## src/rtl/sar_pkg.sv

```systemverilog
package sar_pkg;

    localparam int RES_W     = 12;
    localparam int DIVSEL_W  = 3;
    localparam int PRE_CNT_W = 8;
    localparam int CONV_TICKS = RES_W + 1;

    typedef enum logic [1:0] {
        ST_IDLE,
        ST_HOLD,
        ST_SAMPLE,
        ST_CONV
    } sar_state_e;

    typedef struct packed {
        logic running;
        logic sampling;
        logic done;
    } sar_status_t;

    // Terminal count of the divider: ratio minus one, ratio = 2^(sel+1)
    function automatic logic [PRE_CNT_W-1:0] div_limit(input logic [DIVSEL_W-1:0] sel);
        logic [PRE_CNT_W:0] ratio;
        ratio = (PRE_CNT_W+1)'(2) << sel;
        return PRE_CNT_W'(ratio - (PRE_CNT_W+1)'(1));
    endfunction

    function automatic logic div_stopped(input logic [DIVSEL_W-1:0] sel);
        return sel == DIVSEL_W'(7);
    endfunction

endpackage

```

## src/rtl/sar_prescaler.sv

```systemverilog
module sar_prescaler
    import sar_pkg::*;
#(
    parameter int CNT_W = PRE_CNT_W
) (
    input  logic                clk,
    input  logic                rst,
    input  logic                run,
    input  logic [DIVSEL_W-1:0] sel,
    output logic                tick
);
    logic [CNT_W-1:0] cnt;
    logic [CNT_W-1:0] limit;
    logic             stop;

    always_comb begin
        limit = CNT_W'(div_limit(sel));
        stop  = div_stopped(sel);
        tick  = run && !stop && (cnt >= limit);
    end

    always_ff @(posedge clk) begin
        if (rst || !run) begin
            cnt <= '0;
        end else if (!stop) begin
            cnt <= (cnt >= limit) ? '0 : cnt + CNT_W'(1);
        end
    end
endmodule

```

## src/rtl/sar_engine.sv

```systemverilog
module sar_engine
    import sar_pkg::*;
#(
    parameter int W = RES_W
) (
    input  logic         clk,
    input  logic         rst,
    input  logic         start,
    input  logic         tick,
    input  logic         cmp_in,
    output logic [W-1:0] dac_code,
    output logic [W-1:0] result,
    output logic         eoc_n,
    output sar_status_t  status
);
    localparam int IDX_W = $clog2(W);

    sar_state_e       state;
    logic             start_q;
    logic [W-1:0]     acc;
    logic [IDX_W-1:0] idx;
    logic [W-1:0]     cur_bit;
    logic [W-1:0]     low_bit;
    logic [W-1:0]     resolved;
    logic             fall;
    logic             last_step;

    always_comb begin
        cur_bit = '0;
        cur_bit[idx] = 1'b1;
        low_bit  = cur_bit >> 1;
        resolved = cmp_in ? acc : (acc & ~cur_bit);
        fall     = !start && start_q;
        last_step = (state == ST_CONV) && tick && (idx == '0) && !start;
        status.running  = (state == ST_SAMPLE) || (state == ST_CONV);
        status.sampling = (state == ST_SAMPLE);
        status.done     = last_step;
        dac_code = acc;
    end

    always_ff @(posedge clk) begin
        if (rst) begin
            state   <= ST_IDLE;
            start_q <= 1'b0;
            acc     <= '0;
            idx     <= '0;
            result  <= '0;
            eoc_n   <= 1'b1;
        end else begin
            start_q <= start;
            if (start) begin
                state <= ST_HOLD;
                eoc_n <= 1'b1;
                acc   <= '0;
            end else if (fall) begin
                state <= ST_SAMPLE;
                eoc_n <= 1'b1;
                acc   <= '0;
            end else begin
                case (state)
                    ST_SAMPLE: if (tick) begin
                        state <= ST_CONV;
                        acc   <= W'(1) << (W-1);
                        idx   <= IDX_W'(W-1);
                    end
                    ST_CONV: if (tick) begin
                        if (idx == '0) begin
                            acc    <= resolved;
                            result <= resolved;
                            eoc_n  <= 1'b0;
                            state  <= ST_IDLE;
                        end else begin
                            acc <= resolved | low_bit;
                            idx <= idx - IDX_W'(1);
                        end
                    end
                    default: ;
                endcase
            end
        end
    end
endmodule

```

## src/rtl/sar_irq.sv

```systemverilog
module sar_irq (
    input  logic clk,
    input  logic rst,
    input  logic set_evt,
    input  logic clr,
    input  logic en,
    output logic flag,
    output logic req
);
    always_ff @(posedge clk) begin
        if (rst)          flag <= 1'b0;
        else if (set_evt) flag <= 1'b1;
        else if (clr)     flag <= 1'b0;
    end

    assign req = flag && en;
endmodule

```

## src/rtl/sar_pincfg.sv

```systemverilog
module sar_pincfg #(
    parameter int PORT_W  = 8,
    parameter int CH_BASE = 8,
    localparam int SEL_W  = $clog2(PORT_W),
    localparam int CH_W   = $clog2(CH_BASE + PORT_W)
) (
    input  logic              clk,
    input  logic              rst,
    input  logic              wr,
    input  logic [PORT_W-1:0] wdata,
    input  logic [SEL_W-1:0]  sel,
    output logic [PORT_W-1:0] ana_en,
    output logic [CH_W-1:0]   mux_ch,
    output logic              sel_ana
);
    logic [PORT_W-1:0] cfg;

    always_ff @(posedge clk) begin
        if (rst)     cfg <= '0;
        else if (wr) cfg <= wdata;
    end

    assign ana_en  = cfg;
    assign sel_ana = cfg[sel];
    assign mux_ch  = CH_W'(CH_BASE) + CH_W'(sel);
endmodule

```

## src/rtl/adc_seq_ctrl.sv

```systemverilog
module adc_seq_ctrl
    import sar_pkg::*;
#(
    parameter int W       = RES_W,
    parameter int PORT_W  = 8,
    parameter int CH_BASE = 8,
    localparam int SEL_W  = $clog2(PORT_W),
    localparam int CH_W   = $clog2(CH_BASE + PORT_W)
) (
    input  logic                clk,
    input  logic                rst,
    input  logic                start_in,
    input  logic [DIVSEL_W-1:0] div_sel,
    input  logic                cmp_in,
    input  logic [SEL_W-1:0]    chan_sel,
    input  logic                cfg_wr,
    input  logic [PORT_W-1:0]   cfg_wdata,
    input  logic                irq_en,
    input  logic                irq_clr,
    output logic [W-1:0]        dac_code,
    output logic                sample_en,
    output logic                eoc_n,
    output logic [W-1:0]        result,
    output logic                irq_flag,
    output logic                irq_out,
    output logic [PORT_W-1:0]   ana_en,
    output logic [CH_W-1:0]     mux_ch,
    output logic                chan_ana_en
);
    sar_status_t st;
    logic        tick;

    sar_prescaler u_div (
        .clk  (clk),
        .rst  (rst),
        .run  (st.running),
        .sel  (div_sel),
        .tick (tick)
    );

    sar_engine #(.W(W)) u_eng (
        .clk      (clk),
        .rst      (rst),
        .start    (start_in),
        .tick     (tick),
        .cmp_in   (cmp_in),
        .dac_code (dac_code),
        .result   (result),
        .eoc_n    (eoc_n),
        .status   (st)
    );

    sar_irq u_irq (
        .clk     (clk),
        .rst     (rst),
        .set_evt (st.done),
        .clr     (irq_clr),
        .en      (irq_en),
        .flag    (irq_flag),
        .req     (irq_out)
    );

    sar_pincfg #(.PORT_W(PORT_W), .CH_BASE(CH_BASE)) u_pin (
        .clk     (clk),
        .rst     (rst),
        .wr      (cfg_wr),
        .wdata   (cfg_wdata),
        .sel     (chan_sel),
        .ana_en  (ana_en),
        .mux_ch  (mux_ch),
        .sel_ana (chan_ana_en)
    );

    assign sample_en = st.sampling;
endmodule

```

## config.mk

```make
export PLATFORM = sky130hd
export DESIGN_NAME = adc_seq_ctrl
export DESIGN_NICKNAME = d
export VERILOG_FILES = /design/src/rtl/sar_pkg.sv /design/src/rtl/sar_prescaler.sv /design/src/rtl/sar_engine.sv /design/src/rtl/sar_irq.sv /design/src/rtl/sar_pincfg.sv /design/src/rtl/adc_seq_ctrl.sv
export SDC_FILE = /design/constraint.sdc
export NUM_CORES = 1
export LEC_CHECK = 0
export BUFFER_PORTS_ARGS = -buffer_cell sky130_fd_sc_hd__buf_2
export CORE_MARGIN = 4
export CORE_UTILIZATION = 50
export CTS_BUF_LIST = sky130_fd_sc_hd__clkbuf_8
export DETAILED_ROUTE_END_ITERATION = 8
export GPL_TIMING_DRIVEN = 0
export PLACE_DENSITY_LB_ADDON = 0.2
export SYNTH_ARGS = -nofsm -noshare
export SYNTH_HDL_FRONTEND = slang
export SYNTH_HIERARCHICAL = 1
export SYNTH_SLANG_ARGS = --single-unit
```

## constraint.sdc

```tcl
create_clock -name clk -period 4.5 [get_ports clk]
set_clock_uncertainty 0.05 [all_clocks]
set_input_delay 0.9 -clock clk [delete_from_list [all_inputs] [get_ports clk]]
set_output_delay 0.9 -clock clk [all_outputs]
set_load 0.02 [all_outputs]
```

Word-level counts from Yosys, hierarchy flattened
Cells that the tools add are included.

storage, ports and cells
  word-level logic and storage cells = 84
  register bits = 49
  output and inout bits = 41
  input bits = 21

cells by class
  reduce and logical (&&, ||, !) cells = 26
  add/subtract/negate cells = 4
  shift operators = 1
  magnitude comparators = 4
  eq/ne operators = 12
  muxes and demuxes = 22
  bitwise gates (word level) = 5

operators by type and width
  kind                                                                  count
  12-bit 2-to-1 mux                                                     4
  12-bit one-hot mux with 2 select lines                                1
  12-bit bitwise AND                                                    1
  4-bit 2-to-1 mux                                                      3
  12-bit inverter                                                       1
  12-bit by 11-bit OR with 12-bit output                                1
  8-bit by 1-bit adder with 8-bit output, second input constant         1
  8-bit greater-or-equal comparator                                     1
  1-bit logical AND                                                     8
  2-bit 2-to-1 mux                                                      4
  8-bit 2-to-1 mux                                                      1
  4-bit by 2-bit != test with 1-bit output, second input constant       2
  4-bit one-hot mux with 2 select lines                                 1
  4-bit AND reduction                                                   2
  2-bit by 3-bit << shifter with 8-bit output, first input constant     1
  8-bit by 1-bit subtractor with 8-bit output, second input constant    1
  3-bit by 1-bit != test with 1-bit output, second input constant       2
  3-bit AND reduction                                                   2
  6-bit AND reduction                                                   1
  4-bit by 5-bit < comparator with 1-bit output, second input constant  1
  1-bit 2-to-1 mux                                                      5
  5-bit AND reduction                                                   1
  4-bit by 3-bit adder with 4-bit output, first input constant          1
  1-bit demux with 4-bit select                                         1
  other kinds (20)                                                      27

Logic depth before layout (Yosys ltp)
Gate-level depths: netlist of run 1.

  depth in word-level cells = 11
  gate-level depth with buffers = 19
  gate-level depth less buffers = 16

Cells and area by module
Netlist of run 1, hierarchy kept.

by module, submodules not included
  module         sequential area each (um^2)  instances  area an instance (um^2)  cells an instance
  sar_engine     640.6                        1          1716.6                   191
  sar_prescaler  160.2                        1          656.9                    79
  sar_pincfg     160.2                        1          376.6                    34
  sar_irq        20.0                         1          45.0                     5

Least setup slack after synthesis of run 1
No wires, ideal clock.

  path type = input -> register
  start = in div_sel[0]
  end = reg u_eng.result[5]
  stages on the path = 16
  setup time = 0.132 ns
  setup slack = 0.450 ns
  required time = 4.318 ns
  data arrival time = 3.868 ns
  buffers on the path = 3
  path through = buf_6 -> or3_2 -> ha_1 -> clkbuf_1 -> nor3_1 -> a21oi_1 -> o21a_1 -> ha_1 -> nand2_1 -> or3_4 -> o22ai_1 -> and2_1 -> and4b_1 -> buf_4 -> nand3_1 -> mux2i_1

between the ends
  word-level cells in the longest chain between the ends = 5

ends and longest elaborated chain
  what                                                                                     RTL line                            source
  start, declared                                                                          adc_seq_ctrl.sv:13                  input logic [DIVSEL_W-1:0] div_sel,
  2-bit by 3-bit << shifter with 8-bit output / 3-bit == test (equally long branches)      sar_pkg.sv:24, sar_pkg.sv:29
  8-bit by 1-bit subtractor with 8-bit output / 1-bit logical NOT (equally long branches)  sar_pkg.sv:25, sar_prescaler.sv:19
  8-bit greater-or-equal comparator / 1-bit logical AND (equally long branches)            sar_prescaler.sv:19                 tick = run && !stop && (cnt >= limit);
  1-bit logical AND *                                                                      sar_prescaler.sv:19
  net tick                                                                                 adc_seq_ctrl.sv:31                  logic tick;
  5-bit AND reduction (no source line) *                                                   n/a
  end signal, assigned                                                                     sar_engine.sv:69                    result <= resolved;
  end, declared                                                                            sar_engine.sv:12                    output logic [W-1:0] result,

Mark *: on every way through the listed nets, which the timed path passes. The rest lies on a longest branch.
A chain may end at the register's enable or synchronous reset.

Final worst setup path of run 1
  start = in div_sel[2]
  end = reg u_eng.result[5]

Same word-level chain as after synthesis.

==> metrics, run 1 <==
status complete, no violations; GRT Resource Usage Total 21.9%; portion of the post-synthesis area used by sequential elements 35.1%; number of failing hold endpoints at the final stage 0; Worst Max-Slew Pin Slew 0.757 ns; TritonRoute pass-1 iters 4; sum of routed wire length over all layers 6850 µm; worst rel slew slack 49.3%; starting density of the core 53.0%; VDD IR-drop max 0.000147 V; gate count after technology mapping 309; Syn Nets 344; Remaining Overflow, GRT 0; largest incremental delay on the critical path 0.49 ns; flops & latches, synth 49; clock period minus worst slack 4.18 ns; Crit-path slowest cell or3_2; via density per instance 5.72; die span in x 82.8 µm; class of the tightest hold or removal check reg2reg; setup violators final 0; number of buffers added for setup after CTS 0; die boundary height 82.8 µm; kind of end point of the critical path flip-flop; count of pins on the block boundary 62; cell-by-cell trace of the critical path buf_2 -> or3_2 -> ha_1 -> clkbuf_1 -> xor2_1 -> nor2_1 -> a21oi_1 -> ha_1 -> nand2_1 -> or3_4 -> o22ai_1 -> and2_1 -> and4b_2 -> buf_4 -> nand3_1 -> mux2i_1; number of max-cap violations 0; Port Buf Inserts 58; die area 6850 µm²; number of distinct library cell variants in the gate-level netlist after synthesis 56; fraction of synthesis flops using an asynchronous set or reset pin 0%; Synth Cell Area 2800 µm²; arrival time at the worst endpoint 4.31 ns; number of enable-type register cells in the synthesized netlist 0; synthesized area per cell 9.05 µm²; antenna cells 0; Synth top area share 35.1%; CP max FO 10; commonest cells in the synthesized netlist dfxtp_1, nor2_1, nand2_1; depth of the CTS H-tree 2; highest achievable clock rate 0.239 GHz; Final period util 93.0%; WP buf/inv 3; largest net degree at the start of global routing 16; Req. time, crit path 4.63 ns; final non-filler cell total 445; most frequent cell after synthesis dfxtp_1; TritonCTS sink count 49; total DRC errors in the routed layout 0; later-pin clock latency in the skew report 0.30 ns; Net count, final 409; clock buffers created by TritonCTS 5; type of origin of the critical path primary input; count of antenna-violating nets left after detailed routing 0; vias in the first global route 2428; ys flop type dfxtp_1; total number of vias 2545; library cell occupying the most area in the post-synthesis netlist dfxtp_1; core region area 5270 µm²; Power Density 246 nW/µm²; number of resized instances in the post-cts repair step 0; most frequent cell on the critical path ha_1; Initial DRC Count 194; clock tree from TritonCTS yes; initial antenna violation count 0; average detailed-routed wire length per instance 15.4 µm; Area Growth Syn to Fin 17.0%; row count 26; leakage component of the power 1.44 nW; Yosys warnings 6; post-layout power 0.804 mW; placer's final routability congestion estimate 0.812; Clock Tree Buf Depth 2; post-CTS clock slew at the launch and capture registers of the worst setup and hold paths 0.09 ns; unrepaired setup endpoints after global routing false; number of placed cells counting well taps 437; CTS Root Buffer Type clkbuf_8; HPWL after detailed placement 5020 µm; wire length of the first global-routing pass 11600 µm; count of hold buffers inserted by post-cts repair 0; max-slew violation count 0; top area cells in the synthesized netlist dfxtp_1, ha_1, mux2i_1; path type of the worst setup path in2reg; family of cells with the greatest summed delay on the critical path simple AND/OR/NAND/NOR gates; ratio of cells with drive above 1 in the final layout 24.0%
worst paths after layout:
check	from	to	slack, ns	cells after the start
setup reg to reg	u_div/cnt[7]	u_eng/result[5]	1.91	9
hold reg to reg	u_eng/result[1]	u_eng/result[1]	0.41	2
setup / recovery	div_sel[2]	u_eng/result[5]	0.32	16
hold / removal	u_eng/result[1]	u_eng/result[1]	0.41	2
worst reg2reg max path: stages, from the launching register on:
cell and delay, ns:
dfxtp_1 0.34, ha_1 0.30, nand2_1 0.07, or3_4 0.39, o22ai_1 0.12, and2_1 0.28
and4b_2 0.35, buf_4 0.20, nand3_1 0.19, mux2i_1 0.18
logic make-up after synthesis:
kind of cell	after synthesis	synth area share, %
multiplexers	16	6.94
AO/OA/AOI/OAI	67	18.6
flip-flops	49	35.1
buffers and inverters	47	8.55
AND/OR/NAND/NOR	107	21.9
other	1	0.134
XOR/XNOR	8	2.51
adder cells (fa/ha/maj)	14	6.27
layout make-up:
| cell class | instances | area [µm²] |
|---|---|---|
| tap | 70 | 87.6 |
| sequential | 49 | 981 |
| timing repair buffer | 58 | 290 |
| multi-input combinational | 213 | 1580 |
| inverter | 20 | 75.1 |
| clock buffer | 6 | 82.6 |
| buffer | 27 | 164 |
| fill | 497 | 2000 |
| clock inverter | 2 | 13.8 |
sequential cells by signal (all words and copies together) (netlist names):
| signal | cells |
|---|---|
| u_eng/idx | 4 |
| u_pin/ana_en | 8 |
| u_eng/result | 12 |
| u_eng/dac_code | 12 |
| u_irq/flag | 1 |
| u_eng/state | 2 |
| u_eng/start_q | 1 |
| u_div/cnt | 8 |
| u_eng/eoc_n | 1 |
placed cells by master, fill, tap and decap left out, drive strengths merged, types with 5 or more instances in the layout:
cell	n
ha	14
buf	74
a221oi	5
inv	20
nand2	21
mux2i	13
nand4	5
nor2b	5
or3	5
and3	5
clkbuf	17
nand3	8
dfxtp	49
nor2	27
a41o	8
a21oi	19
nor3	7
a311oi	9
nand4bb	7
metal layers:
| layer | vias up | wire length, µm | GRT usage [%] |
|---|---|---|---|
| met1 | 1158 | 3080 | 30.5 |
| met3 | 12 | 602 | 3.56 |
| li1 | 1262 | - | - |
| met5 | - | 0 | 0 |
| met2 | 113 | 3070 | 34.3 |
| met4 | 0 | 101 | 7.35 |
stage by stage:
step	setup slack [ns]	TNS [ns]	utilization, %	area [µm²]	hold slack (ns)
after floorplan	0.450	0	-	2800	0.412
final	0.317	0	62.1	3270	0.410
after detailed placement	-0.0269	-0.0442	60.2	3170	0.401
after global placement	0.0345	0	60.2	3170	0.392
after CTS	0.289	0	62.0	3270	0.417
after global routing	0.00883	0	62.1	3270	0.438
report_power, final:
part           internal, mW  total (mW)  switching, mW  leakage, nW
Combinational        0.0363      0.0868         0.0505        0.989
Sequential            0.439       0.445        0.00541        0.397
Clock                 0.125       0.273          0.148       0.0512
Total                 0.600       0.804          0.204         1.44
Power figures use the tool's default switching activity.
==> run 2, diff against run 1 <==
--- a/config.mk
+++ b/config.mk
@@ -9,9 +9,12 @@
 export CORE_MARGIN = 4
 export CORE_UTILIZATION = 50
 export CTS_BUF_LIST = sky130_fd_sc_hd__clkbuf_8
+export CTS_CLUSTER_SIZE = 12
 export DETAILED_ROUTE_END_ITERATION = 8
 export GPL_TIMING_DRIVEN = 0
 export PLACE_DENSITY_LB_ADDON = 0.2
+export RECOVER_POWER = 100
+export SLEW_MARGIN = 20
 export SYNTH_ARGS = -nofsm -noshare
 export SYNTH_HDL_FRONTEND = slang
 export SYNTH_HIERARCHICAL = 1
==> run 2 against run 1 <==
Sequential power barely moved. Clock-buffer cell count did not move. Worst setup slack improved by 0.0036 ns. Largest power group unchanged.
==> metrics, run 2 (same netlist as run 1, synthesis figures left out) <==
die boundary height 82.8 µm; via density per instance 5.69; Remaining Overflow, GRT 0; Clock Tree Buf Depth 2; count of pins on the block boundary 62; TritonRoute pass-1 iters 4; setup violators final 0; post-CTS clock slew at the launch and capture registers of the worst setup and hold paths 0.09 ns; worst rel slew slack 51.6%; max-slew violation count 0; TritonCTS sink count 49; unrepaired setup endpoints after global routing false; CTS Root Buffer Type clkbuf_8; leading cell type in the layout, fill and taps excluded clkbuf_1; clock period minus worst slack 4.18 ns; highest achievable clock rate 0.239 GHz; total number of vias 2531; setup slack of the most critical reg-to-reg path 1.91 ns; die area 6850 µm²; cell area after placement 3170 µm²; number of failing hold endpoints at the final stage 0; Finished Cell Area 3190 µm²; Crit-path slowest cell or3_2; Worst Max-Slew Pin Slew 0.724 ns; number of buffers added for setup after CTS 0; total DRC errors in the routed layout 0; register area 981 µm²; vias in the first global route 2428; leakage component of the power 1.26 nW; path type of the worst setup path in2reg; HPWL after detailed placement 5020 µm; post-layout power 0.800 mW; most frequent cell on the critical path ha_1; Req. time, crit path 4.63 ns; row count 26; arrival time at the worst endpoint 4.31 ns; family of cells with the greatest summed delay on the critical path simple AND/OR/NAND/NOR gates; Filler Cells Inserted 515; Port Buf Inserts 58; clock buffers created by TritonCTS 5; later-pin clock latency in the skew report 0.30 ns; ratio of cells with drive above 1 in the final layout 12.3%; Net count, final 409; min setup slack post-route 0.320 ns; Area Growth Syn to Fin 14.0%; depth of the CTS H-tree 2; cell-by-cell trace of the critical path buf_2 -> or3_2 -> ha_1 -> clkbuf_1 -> xor2_1 -> nor2_1 -> a21oi_1 -> ha_1 -> nand2_1 -> or3_1 -> o22ai_1 -> and2_1 -> and4b_2 -> buf_4 -> nand3_1 -> mux2i_1; antenna cells 0; Initial DRC Count 169; CP max FO 10; multi-input logic area 1550 µm²; initial antenna violation count 0; most used cells in the layout excluding fill and tap cells clkbuf_1, dfxtp_1, nor2_1; number of max-cap violations 0; WP buf/inv 3; GRT Resource Usage Total 21.9%; sum of routed wire length over all layers 6900 µm; largest net degree at the start of global routing 16; core region area 5270 µm²; status complete, no violations; placer's final routability congestion estimate 0.812; wire length of the first global-routing pass 11600 µm; largest incremental delay on the critical path 0.49 ns; Final period util 92.9%; die span in x 82.8 µm; clock tree from TritonCTS yes; count of antenna-violating nets left after detailed routing 0; Power Density 251 nW/µm²; type of origin of the critical path primary input; starting density of the core 53.0%; average detailed-routed wire length per instance 15.5 µm; post-place setup slack -0.0269 ns; kind of end point of the critical path flip-flop; class of the tightest hold or removal check reg2reg; VDD IR-drop max 0.000141 V
==> run 2: final cells by class <==
| cell class | instances | area share, % |
|---|---|---|
| buffer | 27 | 4.83 |
| clock buffer | 6 | 2.59 |
| inverter | 20 | 2.36 |
| timing repair buffer | 58 | 7.50 |
| multi-input combinational | 213 | 48.8 |
| sequential | 49 | 30.8 |
| tap | 70 | 2.75 |
| clock inverter | 2 | 0.432 |
==> run 2: timing repair <==
item / 4_1_cts / 5_1_grt
hold buffers: 0 / 0
setup endpoints to repair: 0 / 1
gates resized for setup: 0 / 1
==> run 2: routing by layer <==
layer / wire [µm] / GRT usage [%]
met5: 0 / 0
met4: 82 / 7.35
met3: 585 / 3.56
met2: 3060 / 34.3
met1: 3180 / 30.5
==> run 2: metrics by stage <==
stage	util, %	TNS (ns)	hold WS, ns	cells
after floorplan	-	0	0.412	309
after global placement	60.2	0	0.392	437
after detailed placement	60.2	-0.0442	0.401	437
after CTS	62.0	0	0.417	445
after global routing	60.5	0	0.439	445
final	60.5	0	0.414	445
==> run 2: worst min-delay path, cell delays in order (launching register included) <==
cell	delay (ns)
dfxtp_1	0.32
nand2_1	0.05
mux2i_1	0.05
==> run 2: where the power goes <==
| group | internal [mW] | switching [mW] |
|---|---|---|
| sequential | 0.439 | 0.00552 |
| clock | 0.125 | 0.147 |
| combinational | 0.0329 | 0.0498 |
| total | 0.597 | 0.203 |
==> run 2: worst paths after layout <==
kind / startpoint / endpoint / cells past startpoint
max: div_sel[2] / u_eng/result[5] / 16
min: u_eng/result[1] / u_eng/result[1] / 2
max reg2reg: u_div/cnt[7] / u_eng/result[5] / 9
min reg2reg: u_eng/result[1] / u_eng/result[1] / 2
